### src/rtl/pcib_win_pkg.sv
package pcib_win_pkg;

  localparam int ADDR_W = 64;

  // dword indexes of the configuration fields
  localparam int DW_ID    = 0;
  localparam int DW_STS   = 1;
  localparam int DW_CLS   = 2;
  localparam int DW_HDR   = 3;
  localparam int DW_IO    = 7;
  localparam int DW_MEM   = 8;
  localparam int DW_PF    = 9;
  localparam int DW_PFU_B = 10;
  localparam int DW_PFU_L = 11;
  localparam int DW_IOU   = 12;

  // byte spans that move a window
  localparam int IO_SPAN_LO  = 'h1C;
  localparam int IO_SPAN_HI  = 'h1D;
  localparam int MEM_SPAN_LO = 'h20;
  localparam int MEM_SPAN_HI = 'h33;

  localparam logic [15:0] STS_CAPS  = 16'h00A0;
  localparam logic [23:0] CLASS_P2P = 24'h060400;
  localparam logic [6:0]  HDR_P2P   = 7'h01;

  typedef enum logic [1:0] {
    SP_IO   = 2'd0,
    SP_MEM  = 2'd1,
    SP_PREF = 2'd2,
    SP_NONE = 2'd3
  } space_e;

  typedef struct packed {
    logic [3:0]  io_b;
    logic [3:0]  io_l;
    logic [11:0] mem_b;
    logic [11:0] mem_l;
    logic [11:0] pf_b;
    logic [11:0] pf_l;
    logic [31:0] pfu_b;
    logic [31:0] pfu_l;
    logic [15:0] iou_b;
    logic [15:0] iou_l;
  } win_regs_t;

  typedef struct packed {
    logic [ADDR_W-1:0] base;
    logic [ADDR_W-1:0] limit;
  } win_t;

endpackage

### src/rtl/pcib_cfg_regs.sv
module pcib_cfg_regs
  import pcib_win_pkg::*;
#(
  parameter int          CFG_AW   = 6,
  parameter logic [15:0] VEN_ID   = 16'h1B36,
  parameter logic [15:0] DEV_ID   = 16'h0001,
  parameter bit          MULTI_FN = 1'b0,
  parameter bit          IO32     = 1'b1,
  parameter bit          PREF64   = 1'b1
) (
  input  logic              clk,
  input  logic              rst_n,
  input  logic              cfg_wr,
  input  logic [CFG_AW-1:0] cfg_addr,
  input  logic [3:0]        cfg_be,
  input  logic [31:0]       cfg_wdata,
  output logic [31:0]       cfg_rdata,
  output win_regs_t         regs,
  output logic              remap
);

  localparam int          BYTE_AW = CFG_AW + 2;
  localparam logic [3:0]  IO_TY   = IO32   ? 4'h1 : 4'h0;
  localparam logic [3:0]  PF_TY   = PREF64 ? 4'h1 : 4'h0;

  logic [3:0]  io_b_q, io_l_q;
  logic [11:0] mem_b_q, mem_l_q, pf_b_q, pf_l_q;
  logic [31:0] pfu_b_q, pfu_l_q;
  logic [15:0] iou_b_q, iou_l_q;

  logic sel_io, sel_mem, sel_pf;
  assign sel_io  = cfg_wr && (cfg_addr == CFG_AW'(DW_IO));
  assign sel_mem = cfg_wr && (cfg_addr == CFG_AW'(DW_MEM));
  assign sel_pf  = cfg_wr && (cfg_addr == CFG_AW'(DW_PF));

  // 16-bit windows: only the address nibbles are storage
  always_ff @(posedge clk) begin
    if (!rst_n) begin
      io_b_q  <= '0;
      io_l_q  <= '0;
      mem_b_q <= '0;
      mem_l_q <= '0;
      pf_b_q  <= '0;
      pf_l_q  <= '0;
    end else begin
      if (sel_io) begin
        if (cfg_be[0]) io_b_q <= cfg_wdata[7:4];
        if (cfg_be[1]) io_l_q <= cfg_wdata[15:12];
      end
      if (sel_mem) begin
        if (cfg_be[0]) mem_b_q[3:0]  <= cfg_wdata[7:4];
        if (cfg_be[1]) mem_b_q[11:4] <= cfg_wdata[15:8];
        if (cfg_be[2]) mem_l_q[3:0]  <= cfg_wdata[23:20];
        if (cfg_be[3]) mem_l_q[11:4] <= cfg_wdata[31:24];
      end
      if (sel_pf) begin
        if (cfg_be[0]) pf_b_q[3:0]  <= cfg_wdata[7:4];
        if (cfg_be[1]) pf_b_q[11:4] <= cfg_wdata[15:8];
        if (cfg_be[2]) pf_l_q[3:0]  <= cfg_wdata[23:20];
        if (cfg_be[3]) pf_l_q[11:4] <= cfg_wdata[31:24];
      end
    end
  end

  // upper halves exist only when the extension is built
  generate
    if (PREF64) begin : g_pf64
      logic sel_pub, sel_pul;
      assign sel_pub = cfg_wr && (cfg_addr == CFG_AW'(DW_PFU_B));
      assign sel_pul = cfg_wr && (cfg_addr == CFG_AW'(DW_PFU_L));
      always_ff @(posedge clk) begin
        if (!rst_n) begin
          pfu_b_q <= '0;
          pfu_l_q <= '0;
        end else begin
          for (int k = 0; k < 4; k++) begin
            if (sel_pub && cfg_be[k]) pfu_b_q[8*k +: 8] <= cfg_wdata[8*k +: 8];
            if (sel_pul && cfg_be[k]) pfu_l_q[8*k +: 8] <= cfg_wdata[8*k +: 8];
          end
        end
      end
    end else begin : g_pf32
      assign pfu_b_q = '0;
      assign pfu_l_q = '0;
    end

    if (IO32) begin : g_io32
      logic sel_iou;
      assign sel_iou = cfg_wr && (cfg_addr == CFG_AW'(DW_IOU));
      always_ff @(posedge clk) begin
        if (!rst_n) begin
          iou_b_q <= '0;
          iou_l_q <= '0;
        end else if (sel_iou) begin
          for (int k = 0; k < 2; k++) begin
            if (cfg_be[k])   iou_b_q[8*k +: 8] <= cfg_wdata[8*k +: 8];
            if (cfg_be[k+2]) iou_l_q[8*k +: 8] <= cfg_wdata[8*(k+2) +: 8];
          end
        end
      end
    end else begin : g_io16
      assign iou_b_q = '0;
      assign iou_l_q = '0;
    end
  endgenerate

  always_comb begin
    regs.io_b  = io_b_q;
    regs.io_l  = io_l_q;
    regs.mem_b = mem_b_q;
    regs.mem_l = mem_l_q;
    regs.pf_b  = pf_b_q;
    regs.pf_l  = pf_l_q;
    regs.pfu_b = pfu_b_q;
    regs.pfu_l = pfu_l_q;
    regs.iou_b = iou_b_q;
    regs.iou_l = iou_l_q;
  end

  // overlap of the enabled byte span with the window fields
  logic touch;
  always_comb begin
    touch = 1'b0;
    for (int i = 0; i < 4; i++) begin
      logic [BYTE_AW-1:0] ba;
      ba = {cfg_addr, 2'(i)};
      if (cfg_be[i] &&
          (((ba >= BYTE_AW'(IO_SPAN_LO))  && (ba <= BYTE_AW'(IO_SPAN_HI))) ||
           ((ba >= BYTE_AW'(MEM_SPAN_LO)) && (ba <= BYTE_AW'(MEM_SPAN_HI)))))
        touch = 1'b1;
    end
  end

  always_ff @(posedge clk) begin
    if (!rst_n) remap <= 1'b0;
    else        remap <= cfg_wr && touch;
  end

  // read mux
  always_comb begin
    cfg_rdata = '0;
    case (cfg_addr)
      CFG_AW'(DW_ID):    cfg_rdata = {DEV_ID, VEN_ID};
      CFG_AW'(DW_STS):   cfg_rdata = {STS_CAPS, 16'h0000};
      CFG_AW'(DW_CLS):   cfg_rdata = {CLASS_P2P, 8'h00};
      CFG_AW'(DW_HDR):   cfg_rdata = {8'h00, MULTI_FN, HDR_P2P, 16'h0000};
      CFG_AW'(DW_IO):    cfg_rdata = {STS_CAPS, io_l_q, IO_TY, io_b_q, IO_TY};
      CFG_AW'(DW_MEM):   cfg_rdata = {mem_l_q, 4'h0, mem_b_q, 4'h0};
      CFG_AW'(DW_PF):    cfg_rdata = {pf_l_q, PF_TY, pf_b_q, PF_TY};
      CFG_AW'(DW_PFU_B): cfg_rdata = pfu_b_q;
      CFG_AW'(DW_PFU_L): cfg_rdata = pfu_l_q;
      CFG_AW'(DW_IOU):   cfg_rdata = {iou_l_q, iou_b_q};
      default:           cfg_rdata = '0;
    endcase
  end

  // a pulse always follows a write
  a_r8_pulse_after_write: assert property (@(posedge clk) disable iff (!rst_n)
    remap |-> $past(cfg_wr));

  // a write with no enabled byte never raises the pulse
  a_r8_no_pulse_be0: assert property (@(posedge clk) disable iff (!rst_n)
    (cfg_wr && (cfg_be == 4'h0)) |=> !remap);

endmodule

### src/rtl/pcib_win_calc.sv
module pcib_win_calc
  import pcib_win_pkg::*;
(
  input  win_regs_t regs,
  output win_t      io_w,
  output win_t      mem_w,
  output win_t      pf_w
);

  always_comb begin
    io_w.base   = {32'h0, regs.iou_b, regs.io_b, 12'h000};
    io_w.limit  = {32'h0, regs.iou_l, regs.io_l, 12'hFFF};
    mem_w.base  = {32'h0, regs.mem_b, 20'h00000};
    mem_w.limit = {32'h0, regs.mem_l, 20'hFFFFF};
    pf_w.base   = {regs.pfu_b, regs.pf_b, 20'h00000};
    pf_w.limit  = {regs.pfu_l, regs.pf_l, 20'hFFFFF};
  end

endmodule

### src/rtl/pcib_win_match.sv
module pcib_win_match
  import pcib_win_pkg::*;
(
  input  logic              clk,
  input  logic              rst_n,
  input  win_t              io_w,
  input  win_t              mem_w,
  input  win_t              pf_w,
  input  logic              lk_valid,
  output logic              lk_ready,
  input  logic [ADDR_W-1:0] lk_addr,
  input  logic [1:0]        lk_space,
  output logic              res_valid,
  input  logic              res_ready,
  output logic              res_hit
);

  function automatic logic inside_win(input win_t w, input logic [ADDR_W-1:0] a);
    return (w.base <= w.limit) && (a >= w.base) && (a <= w.limit);
  endfunction

  logic hit_d;
  always_comb begin
    unique case (space_e'(lk_space))
      SP_IO:   hit_d = inside_win(io_w, lk_addr);
      SP_MEM:  hit_d = inside_win(mem_w, lk_addr);
      SP_PREF: hit_d = inside_win(pf_w, lk_addr);
      default: hit_d = 1'b0;
    endcase
  end

  assign lk_ready = !res_valid || res_ready;

  always_ff @(posedge clk) begin
    if (!rst_n) begin
      res_valid <= 1'b0;
      res_hit   <= 1'b0;
    end else if (lk_valid && lk_ready) begin
      res_valid <= 1'b1;
      res_hit   <= hit_d;
    end else if (res_ready) begin
      res_valid <= 1'b0;
    end
  end

  // a stalled result holds
  a_r9_hold: assert property (@(posedge clk) disable iff (!rst_n)
    (res_valid && !res_ready) |=> (res_valid && $stable(res_hit)));

  // an accepted lookup produces a result next cycle
  a_r10_next_cycle: assert property (@(posedge clk) disable iff (!rst_n)
    (lk_valid && lk_ready) |=> res_valid);

  // the reserved space code never hits
  a_r5_none_misses: assert property (@(posedge clk) disable iff (!rst_n)
    (lk_valid && lk_ready && (lk_space == 2'd3)) |=> !res_hit);

endmodule

### src/rtl/pcib_window_dec.sv
module pcib_window_dec
  import pcib_win_pkg::*;
#(
  parameter int          CFG_AW   = 6,
  parameter logic [15:0] VEN_ID   = 16'h1B36,
  parameter logic [15:0] DEV_ID   = 16'h0001,
  parameter bit          MULTI_FN = 1'b0,
  parameter bit          IO32     = 1'b1,
  parameter bit          PREF64   = 1'b1
) (
  input  logic              clk,
  input  logic              rst_n,
  input  logic              cfg_wr,
  input  logic [CFG_AW-1:0] cfg_addr,
  input  logic [3:0]        cfg_be,
  input  logic [31:0]       cfg_wdata,
  output logic [31:0]       cfg_rdata,
  input  logic              lk_valid,
  output logic              lk_ready,
  input  logic [63:0]       lk_addr,
  input  logic [1:0]        lk_space,
  output logic              res_valid,
  input  logic              res_ready,
  output logic              res_hit,
  output logic              remap
);

  win_regs_t regs;
  win_t      io_w, mem_w, pf_w;

  pcib_cfg_regs #(
    .CFG_AW  (CFG_AW),
    .VEN_ID  (VEN_ID),
    .DEV_ID  (DEV_ID),
    .MULTI_FN(MULTI_FN),
    .IO32    (IO32),
    .PREF64  (PREF64)
  ) u_regs (
    .clk      (clk),
    .rst_n    (rst_n),
    .cfg_wr   (cfg_wr),
    .cfg_addr (cfg_addr),
    .cfg_be   (cfg_be),
    .cfg_wdata(cfg_wdata),
    .cfg_rdata(cfg_rdata),
    .regs     (regs),
    .remap    (remap)
  );

  pcib_win_calc u_calc (
    .regs (regs),
    .io_w (io_w),
    .mem_w(mem_w),
    .pf_w (pf_w)
  );

  pcib_win_match u_match (
    .clk      (clk),
    .rst_n    (rst_n),
    .io_w     (io_w),
    .mem_w    (mem_w),
    .pf_w     (pf_w),
    .lk_valid (lk_valid),
    .lk_ready (lk_ready),
    .lk_addr  (lk_addr),
    .lk_space (lk_space),
    .res_valid(res_valid),
    .res_ready(res_ready),
    .res_hit  (res_hit)
  );

endmodule

### config.mk
export PLATFORM = sky130hd
export DESIGN_NAME = pcib_window_dec
export DESIGN_NICKNAME = d
export VERILOG_FILES = /design/src/rtl/pcib_win_pkg.sv /design/src/rtl/pcib_cfg_regs.sv /design/src/rtl/pcib_win_calc.sv /design/src/rtl/pcib_win_match.sv /design/src/rtl/pcib_window_dec.sv
export SDC_FILE = /design/constraint.sdc
export NUM_CORES = 1
export LEC_CHECK = 0
export ABC_AREA = 1
export BUFFER_PORTS_ARGS = -buffer_cell sky130_fd_sc_hd__buf_4
export CORE_MARGIN = 2
export CORE_UTILIZATION = 50
export DETAILED_ROUTE_END_ITERATION = 10
export PLACE_DENSITY = 0.75
export SLEW_MARGIN = 15
export SYNTH_ARGS = -nofsm -noshare
export SYNTH_HDL_FRONTEND = slang
export SYNTH_SLANG_ARGS = --single-unit
### constraint.sdc
create_clock -name clk -period 2.28 [get_ports clk]
set_input_delay 0.114 -clock clk [delete_from_list [all_inputs] [get_ports clk]]
set_output_delay 0.114 -clock clk [all_outputs]
set_load 0.01 [all_outputs]
==> metrics.csv, run 1 <==
metric;value;unit
Syn. warnings;0;
gpl congestion;0.9735;
post-synth top area share;25.58;%
slowest CP cell;dfxtp_1;
Post-synth top cells;nand2_1 (289), a21oi_1 (255), inv_1 (246);
final antenna-violating net count;0;
Worst Path Arrival;2450;ps
post-synthesis register bit count;155;
synth top area cells;dfxtp_1 (26%), ha_1 (23%), a21oi_1 (11%), nand2_1 (8.9%), inv_1 (7.6%);
io pins;149;
count leader, synth;nand2_1;
Hold Fails Final Rpt;0;
Core Region;23610;µm²
half-perimeter wire length after placement;32030;µm
Hold Crit Class;in2reg;
MaxCap Viol Count;0;
Lkg Pwr;6.265;nW
first-pass GRT wire length;62700;µm
DRC Markers;0;
Synth Area in Compound Gates;23.44;%
setup violators final;0;
worst vdd ir;444.0;µV
overall power;6.844;mW
syn_nets;2053;
adder-cell share of the synthesized area;23.21;%
total die area;25520;µm²
Slew Limit Fails;0;
minimum clock period;2136;ps
FF/Latch Area;3103;µm²
main flop type after synthesis;dfxtp_1;
number of synthesized flops with an enable pin;0;
Vias/cell;5.750;
post-synth cell types;40;
Die W;159.8;µm
crit-path cells;inv_1, ha_1, nand2_1, nor2_1, nand4_1, nor2_1, nand2_1, nand3_1, nand2_1, nand3_1, nand3_1, nand2_1, a21oi_1;
H-tree depth;4;
Syn Inst Count;1715;
initial antenna violation count;1;
TritonCTS buffer count;17;
Root Buffer;clkbuf_16;
CTS tree;built;
RSZ-0062 raised after global routing;no;
ys async rst share;0;%
largest net degree at the start of global routing;108;
Tcrit/Tclk final;93.69;%
simple-gate share of the synthesized area;18.17;%
# nets final;2203;
mapped cell area;12130;µm²
slew margin rel.;61.35;%
Setup TNS;0;ps
Rows;56;
via count;12620;
share of cells above drive strength 1;12.32;%
clk sink count;155;
Worst-Margin Slew;577.1;ps
worst setup path class;reg2reg;
DP Cell Count;2153;
most numerous cell on the critical path;nand2_1;
Initial DRC Count;1236;
GRT Util Overall;31.34;%
register area share after synthesis;25.58;%
XOR/XNOR share of the synthesized area;0;%
Filler Cell Count;2189;
input/output buffers;148;
Power Dens Cells;476.6;nW/µm²
mux cell area share after synthesis;0;%
status;finished, final reports clean;
WP data required;2590;ps
Final Non-Filler Cells;2195;
cell taking the most area after synthesis;dfxtp_1;
Clock Latency Late Sink;440;ps
Clock Skew;10.06;ps
Initial Util;51.37;%
Area growth, synth to finish;18.39;%
Achievable Freq;0.4682;GHz
Reg clk slew, reported paths;70;ps
critical path's largest stage delay;310;ps
Clock Path Buffers;2;
DRT Pass-1 Iters;6;
GRT overflow;0;
DRT Wirelength;40540;µm
Die Y;159.8;µm
Mean Syn Cell Area;7.072;µm²
vias in the first global route;11830;
CP Max Fanout;4;
area of the multi-input gates;7898;µm²
main combinational cell family by area after synthesis;compound AO/OA/AOI/OAI gates;
type of origin of the critical path;flip-flop;
per-cell routed wire length;18.47;µm
crit end category;flip-flop;
placed cells by master (no fill, tap or decap), types with 6 or more instances in the layout:
cell type and instances:
a21o_1 9, a21oi_1 254, a221oi_1 13, buf_4 163, clkbuf_16 17, dfxtp_1 155
dlygate4sd3_1 12, ha_1 225, inv_1 246, inv_2 7, nand2_1 288, nand2_2 9
nand3_1 38, nand4_1 30, nor2_1 122, nor3_1 7, o211ai_1 9, o21a_1 6
o21ai_0 148, o21ai_1 24, o221ai_1 14, o22ai_1 22
critical path: cells and delay by family, from the launching register on:
family	cells	cell delay, ps
buf+inv	1	80
compound gates	1	50
simple gates	10	1260
fa+ha+maj	1	300
flops	1	310
registers in the layout (all words and copies together) (netlist names):
register           count
u_regs.remap           1
u_regs.pfu_b_q        32
u_regs.mem_b_q        12
u_regs.iou_b_q        16
u_regs.io_l_q          4
u_regs.iou_l_q        16
u_regs.pfu_l_q        32
u_match.res_hit        1
u_match.res_valid      1
u_regs.io_b_q          4
u_regs.mem_l_q        12
u_regs.pf_b_q         12
u_regs.pf_l_q         12
final timing paths:
check / startpoint / endpoint / slack [ps] / depth (start not counted)
setup / recovery: u_regs.pfu_l_q[3] / u_match.res_hit / 140 / 13
hold / removal: cfg_wdata[29] / u_regs.mem_l_q[9] / 4 / 3
setup reg to reg: u_regs.pfu_l_q[3] / u_match.res_hit / 140 / 13
hold reg to reg: u_regs.pfu_b_q[17] / u_regs.pfu_b_q[17] / 500 / 2
report_power, final:
| group | switching (mW) | internal [mW] |
|---|---|---|
| combinational | 0.581 | 0.402 |
| clock | 1.18 | 1.96 |
| sequential | 0.00812 | 2.72 |
through the flow:
| step | hold slack (ps) | cell area, µm² | setup slack (ps) | utilization [%] |
|---|---|---|---|---|
| finish | 4.052 | 14360 | 143.9 | 60.82 |
| global route | 15.38 | 14360 | 9.088 | 60.80 |
| CTS | 1.525 | 14320 | 137.0 | 60.65 |
| detailed placement | 424.0 | 13570 | 128.7 | 57.46 |
| global placement | 415.9 | 13570 | 151.3 | 57.46 |
| floorplan | 276.2 | 12130 | 663.1 | - |
layer usage:
layer  GRT usage [%]  vias up  share of wire (%)
li1                -     6157                  -
met1           40.61     5802                 43
met2           51.48      565                 45
met3           5.948       97                8.8
met4           12.44        0                3.5
met5               0        -                  0
final cells by class:
cell class | count | share of cell area [%]
Multi-Input combinational cell | 1260 | 55.00
Sequential cell | 155 | 21.61
Timing Repair Buffer | 176 | 9.497
Inverter | 255 | 6.683
Clock buffer | 18 | 3.058
Tap cell | 319 | 2.779
Clock inverter | 11 | 1.359
Antenna cell | 1 | 0.01743
logic make-up (layout without fill, tap and decap cells):
family                   Yosys count  count (layout)
flip-flops                       155             155
other                              0               1
AND/OR/NAND/NOR                  516             516
buffers and inverters            300             460
AO/OA/AOI/OAI                    519             519
adder cells (fa/ha/maj)          225             225
what timing repair did:
action / 4_1_cts / 5_1_grt
setup buffers: 0 / 0
resized for setup: 0 / 9
endpoints found under the hold margin: 21 / 0
hold buffers: 12 / 0
setup endpoints to repair: 0 / 1
Note: power is estimated with default switching activity, not from simulation.
==> inputs of run 2 (changes only) <==
- PLACE_DENSITY: 0.75 -> 0.73
- SYNTH_HIERARCHICAL: default -> 1
==> metrics.csv, run 2 <==
metric;value;unit;change
first-pass GRT wire length;112300;µm;+79%
Final Non-Filler Cells;4655;;+110%
worst hold start;cfg_wdata[5];;
TritonCTS buffer count;17;;unchanged
total die area;52520;µm²;+110%
largest net degree at the start of global routing;52;;-52%
worst r2r src;u_regs/pfu_l_q[29];;
slew margin rel.;52.52;%;-8.8 points
Reg clk slew, reported paths;60;ps;about the same
Clock Latency Late Sink;450;ps;about the same
final antenna-violating net count;0;;unchanged
Syn. warnings;6;;+6
worst vdd ir;473.6;µV;+6.7%
post-synthesis register bit count;155;;unchanged
GRT Util Overall;26.97;%;-4.4 points
main flop type after synthesis;dfxtp_1;;
Die Y;229.2;µm;+43%
Power Dens Cells;320.7;nW/µm²;-33%
post-synth top area share;28.43;%;+2.8 points
MaxCap Viol Count;0;;unchanged
Lkg Pwr;14.48;nW;+130%
GRT overflow;0;;unchanged
Reg2Reg Depth;12;;-1
Hold Crit Class;in2reg;;
area of the multi-input gates;17670;µm²;+120%
DRT Pass-1 Iters;6;;unchanged
cell taking the most area after synthesis;ha_1;;
initial antenna violation count;0;;-1
vias in the first global route;20930;;+77%
gpl congestion;0.9969;;+2.4%
WP data required;2610;ps;+20 ps
Hold Path Depth;3;;unchanged
crit path from;u_regs/pfu_l_q[29];;
H-tree depth;4;;unchanged
Root Buffer;clkbuf_16;;
Core Region;50070;µm²;+110%
FF/Latch Area;3151;µm²;+1.5%
Worst-Margin Slew;709.6;ps;+132.5 ps
DRT Wirelength;72070;µm;+78%
status;finished, final reports clean;;
register area share after synthesis;12.24;%;-13 points
minimum clock period;2197;ps;+60.89 ps
Die W;229.2;µm;+43%
number of synthesized flops with an enable pin;0;;unchanged
CP Max Fanout;3;;-1
most frequent cells in the layout;nand2_1 (863), inv_1 (661), ha_1 (570);;
CTS tree;built;;
# nets final;4659;;+110%
Hold Fails Final Rpt;0;;unchanged
Tcrit/Tclk final;96.36;%;+2.7 points
Slew Limit Fails;0;;unchanged
diode count;0;;-1
Mean Syn Cell Area;6.455;µm²;-8.7%
WHS Endpoint;u_regs/io_b_q[1];;
via count;23190;;+84%
Syn Inst Count;3927;;+130%
Achievable Freq;0.4552;GHz;-2.8%
Worst Path Arrival;2530;ps;+80 ps
Rows;82;;+46%
Initial DRC Count;2221;;+80%
DP Cell Count;4592;;+110%
clk sink count;155;;unchanged
type of origin of the critical path;flip-flop;;
input/output buffers;148;;unchanged
Vias/cell;4.982;;-13%
crit end category;flip-flop;;
Post-synth top cells;nand2_1 (871), inv_1 (665), ha_1 (576);;
FF-to-FF setup slack;80;ps;-60 ps
setup violators final;0;;unchanged
post-synth cell types;43;;+7.5%
worst setup path class;reg2reg;;
Filler Cell Count;5074;;+130%
synth top area cells;ha_1 (28%), nand2_1 (13%), dfxtp_1 (12%), buf_4 (11%), inv_1 (9.8%);;
Top Registers;u_regs/pfu_b_q: 32 flops, u_regs/pfu_l_q: 32 flops;;
Clock Skew;10.64;ps;+0.5753 ps
Clock Path Buffers;2;;unchanged
most common cell after layout, fill and taps aside;nand2_1;;
DRC Markers;0;;unchanged
Initial Util;50.63;%;-0.74 points
Final Util;53.17;%;-7.6 points
r2r endpoint;u_match/res_hit;;
share of cells above drive strength 1;9.315;%;-3.0 points
half-perimeter wire length after placement;59860;µm;+87%
count leader, synth;nand2_1;;
Setup TNS;0;ps;unchanged
ys async rst share;0;%;unchanged
Area growth, synth to finish;5.015;%;
io pins;149;;unchanged
per-cell routed wire length;15.48;µm;-16%
mapped cell area;25350;µm²;+110%
-- run 2: cell types whose count changed after synthesis, moves of 48 or more --
cell / before / now
inv_1: 246 / 665
buf_4: 0 / 386
a21oi_1: 255 / 303
o21ai_0: 148 / 95
nand2_1: 289 / 871
ha_1: 225 / 576
nor2_1: 125 / 525
nand3_1: 40 / 93
-- run 2: worst max path at each step --
stage	end	slack, ps	depth (start not counted)
global route	u_match/res_hit	-40	15
detailed placement	u_match/res_hit	-140	14
CTS	u_match/res_hit	1	13
finish	u_match/res_hit	80	12
floorplan	u_match/res_hit	450	14
global placement	u_match/res_hit	-170	13
-- run 2: worst max-delay path, cell delays in order, from the launching register on --
cell,delay (ps)
dfxtp_1,390
inv_1,90
ha_1,300
nand4_1,270
nor3_2,230
nor3b_4,320
nand2_1,80
nand2_1,60
nand2_1,60
nand3_2,70
nand3_1,70
nand2_1,80
a21oi_2,50
-- run 2: layout make-up --
| class | instances | share of cell area [%] |
|---|---|---|
| Clock buffer | 18 | 1.612 |
| Clock inverter | 14 | 0.6909 |
| Inverter | 671 | 9.461 |
| Multi-Input combinational cell | 2895 | 66.36 |
| Sequential cell | 155 | 11.83 |
| Tap cell | 672 | 3.158 |
| Timing Repair Buffer | 230 | 6.881 |
-- run 2: power breakdown --
part	internal [mW]	total (mW)	switching [mW]
clock network	1.75	3.07	1.32
logic	1.05	2.75	1.69
registers	2.71	2.72	0.0132
total	5.51	8.54	3.02
-- run 2: layer usage --
| layer | vias up | track usage (%) | wire length, µm |
|---|---|---|---|
| li1 | 11960 | - | - |
| met1 | 10180 | 37.25 | 32310 |
| met2 | 928 | 43.13 | 31120 |
| met3 | 131 | 4.246 | 6196 |
| met4 | 0 | 7.873 | 2432 |
| met5 | - | 0 | 0 |
-- run 2: per-stage QoR --
step | total power [mW] | instance area (µm²) | setup slack [ps] | hold WS, ps
floorplan | 4.802 | 26210 | 447.7 | 248.9
global placement | 5.243 | 25430 | -165.9 | 367.2
detailed placement | 5.278 | 25430 | -139.0 | 375.0
CTS | 8.349 | 26320 | 1.093 | 5.041
global route | 9.101 | 26620 | -43.17 | 8.535
finish | 8.537 | 26620 | 83.06 | 26.22
-- run 2: kinds of logic (layout without fill, tap and decap cells) --
family / Yosys count / count (layout) / share of synthesized area [%]
AND/OR/NAND/NOR: 1638 / 1638 / 27.54
buffers and inverters: 1107 / 933 / 22.39
adder cells (fa/ha/maj): 576 / 576 / 28.43
AO/OA/AOI/OAI: 449 / 449 / 9.363
flip-flops: 155 / 155 / 12.24
other: 2 / 232 / 0.02963
-- run 2: repair_timing --
| item | 4_1_cts | 5_1_grt |
|---|---|---|
| hold buffers | 27 | 0 |
| resized for setup | 3 | 75 |
| setup endpoints to repair | 1 | 1 |
| buffers inserted | 0 | 4 |
| pin swaps | 1 | 15 |
| endpoints found under the hold margin | 93 | 0 |
| cloned | 0 | 0 |
==> inputs of run 3 (changes only) <==
- MAX_ROUTING_LAYER: default -> met4
==> metrics.csv, run 3 (same netlist as run 2, synthesis figures left out) <==
metric;value;unit;change
minimum clock period;2222;ps;+24.94 ps
DRT Pass-1 Iters;6;;unchanged
DRT Wirelength;72390;µm;+0.45%
Hold Fails Final Rpt;0;;unchanged
Achievable Freq;0.4501;GHz;-1.1%
Worst Path Arrival;2620;ps;+90 ps
slew margin rel.;55.44;%;+2.9 points
Root Buffer;clkbuf_16;;
final worst slack;58.12;ps;-24.94 ps
global route hottest layer;met2;;
TritonCTS buffer count;17;;unchanged
worst setup path class;reg2reg;;
most frequent cells in the layout;nand2_1 (865), inv_1 (661), ha_1 (568);;
via count;23210;;+0.091%
Power Dens Cells;311.3;nW/µm²;-2.9%
met3 Track Usage GR;4.532;%;+0.29 points
setup violators final;0;;unchanged
GRT Util Overall;28.03;%;+1.1 points
Area growth, synth to finish;5.133;%;
DRC Markers;0;;unchanged
vias in the first global route;21340;;+1.9%
worst r2r src;u_regs/pfu_l_q[27];;
FF-to-FF setup slack;60;ps;-20 ps
Lkg Pwr;14.50;nW;+0.12%
gpl congestion;1.015;;+1.8%
met2 Usage GRT;43.44;%;+0.30 points
MaxCap Viol Count;0;;unchanged
CTS tree;built;;
Hold Crit Class;in2reg;;
Top Registers;u_regs/pfu_b_q: 32 flops, u_regs/pfu_l_q: 32 flops;;
Worst-Margin Slew;665.9;ps;-43.69 ps
Setup WS pre-CTS;-163.3;ps;-24.24 ps
share of cells above drive strength 1;9.398;%;+0.084 points
half-perimeter wire length after placement;60500;µm;+1.1%
area of the multi-input gates;17700;µm²;+0.18%
most common cell after layout, fill and taps aside;nand2_1;;
Initial Util;50.63;%;unchanged
Reg2Reg Depth;13;;+1
WP data required;2680;ps;+70 ps
first-pass GRT wire length;113200;µm;+0.80%
input/output buffers;148;;unchanged
Clock Path Buffers;2;;unchanged
Filler Cell Count;5117;;+0.85%
CP Max Fanout;3;;unchanged
Clock Skew;7.319;ps;-3.319 ps
Final Util;53.23;%;+0.060 points
total die area;52520;µm²;unchanged
crit path from;u_regs/pfu_l_q[27];;
Rows;82;;unchanged
clk sink count;155;;unchanged
Die W;229.2;µm;unchanged
status;finished, final reports clean;;
crit path capture;u_match/res_hit;;
r2r endpoint;u_match/res_hit;;
diode count;0;;unchanged
Reg clk slew, reported paths;70;ps;about the same
io pins;149;;unchanged
FF/Latch Area;3149;µm²;about the same
grt met1 use;37.11;%;-0.14 points
worst vdd ir;486.4;µV;+2.7%
per-cell routed wire length;15.53;µm;+0.30%
Tcrit/Tclk final;97.45;%;+1.1 points
Core Region;50070;µm²;unchanged
crit end category;flip-flop;;
type of origin of the critical path;flip-flop;;
initial antenna violation count;0;;unchanged
Die Y;229.2;µm;unchanged
Initial DRC Count;1941;;-13%
H-tree depth;4;;unchanged
GRT overflow;0;;unchanged
Slew Limit Fails;0;;unchanged
final antenna-violating net count;0;;unchanged
Vias/cell;4.979;;about the same
# nets final;4666;;+0.15%
largest net degree at the start of global routing;69;;+33%
Clock Latency Late Sink;460;ps;about the same
run 3: changes by cell type in the layout (fill, tap and decap cells not counted), sizes merged:
cell	change
bufinv	-3
buf	+4
dlygate4sd3	+3
clkinvlp	+1
clkinv	+1
clkbuf	+1
run 3: per-layer routing:
layer,up-vias,share of wire (%)
li1,11970,-
met1,10240,45
met2,875,43
met3,128,8.4
met4,0,3.5
met5,-,0
run 3: layout make-up:
cell class                      instances  area share, %
Sequential cell                       155          11.82
Tap cell                              672          3.155
Inverter                              671          9.451
Clock buffer                           19          1.662
Clock inverter                         13         0.4131
Multi-Input combinational cell       2895          66.40
Timing Repair Buffer                  237          7.099
run 3: worst max-delay path, cell delays in order (launching register included):
cell	delay, ps
dfxtp_1	370
inv_1	90
ha_1	290
a21oi_1	140
o21ai_0	100
a21oi_1	290
nand2_1	150
a21oi_2	230
nand2_1	80
nand2_1	80
nand3_2	90
nand3_2	90
nand2_2	60
a21oi_2	100
run 3: metrics by stage:
stage / total power [mW] / hold slack (ps) / cells / TNS (ps) / instance area (µm²)
finish: 8.295 / 15.85 / 4662 / 0 / 26650
global placement: 5.239 / 365.6 / 4591 / -177.1 / 25420
CTS: 8.094 / 0.8436 / 4653 / 0 / 26280
floorplan: 4.802 / 248.9 / 4157 / 0 / 26210
detailed placement: 5.283 / 378.6 / 4591 / -163.3 / 25420
global route: 8.843 / 17.80 / 4662 / -14.13 / 26650
run 3: timing repair:
item	in CTS	in global routing
resized for setup	2	78
pin swaps	0	18
hold buffers	30	0
setup endpoints to repair	1	1
hold endpoints to repair	103	0
buffers inserted	0	9
run 3: power by group:
part           switching (mW)  internal (mW)
clock network            1.36           1.45
registers              0.0132           2.71
logic                    1.69           1.07
total                    3.07           5.22
run 3: worst min path at each step:
stage	endpoint	depth (start not counted)	slack, ps	startpoint
floorplan	u_regs/io_b_q[0]	2	250	cfg_wdata[4]
global placement	u_regs/pfu_b_q[2]	3	370	cfg_wdata[2]
detailed placement	u_regs/pfu_b_q[1]	3	380	cfg_wdata[1]
CTS	u_regs/pf_b_q[11]	3	0.8	cfg_wdata[15]
global route	u_regs/io_l_q[3]	3	20	cfg_wdata[15]
finish	u_regs/pf_b_q[11]	3	20	cfg_wdata[15]
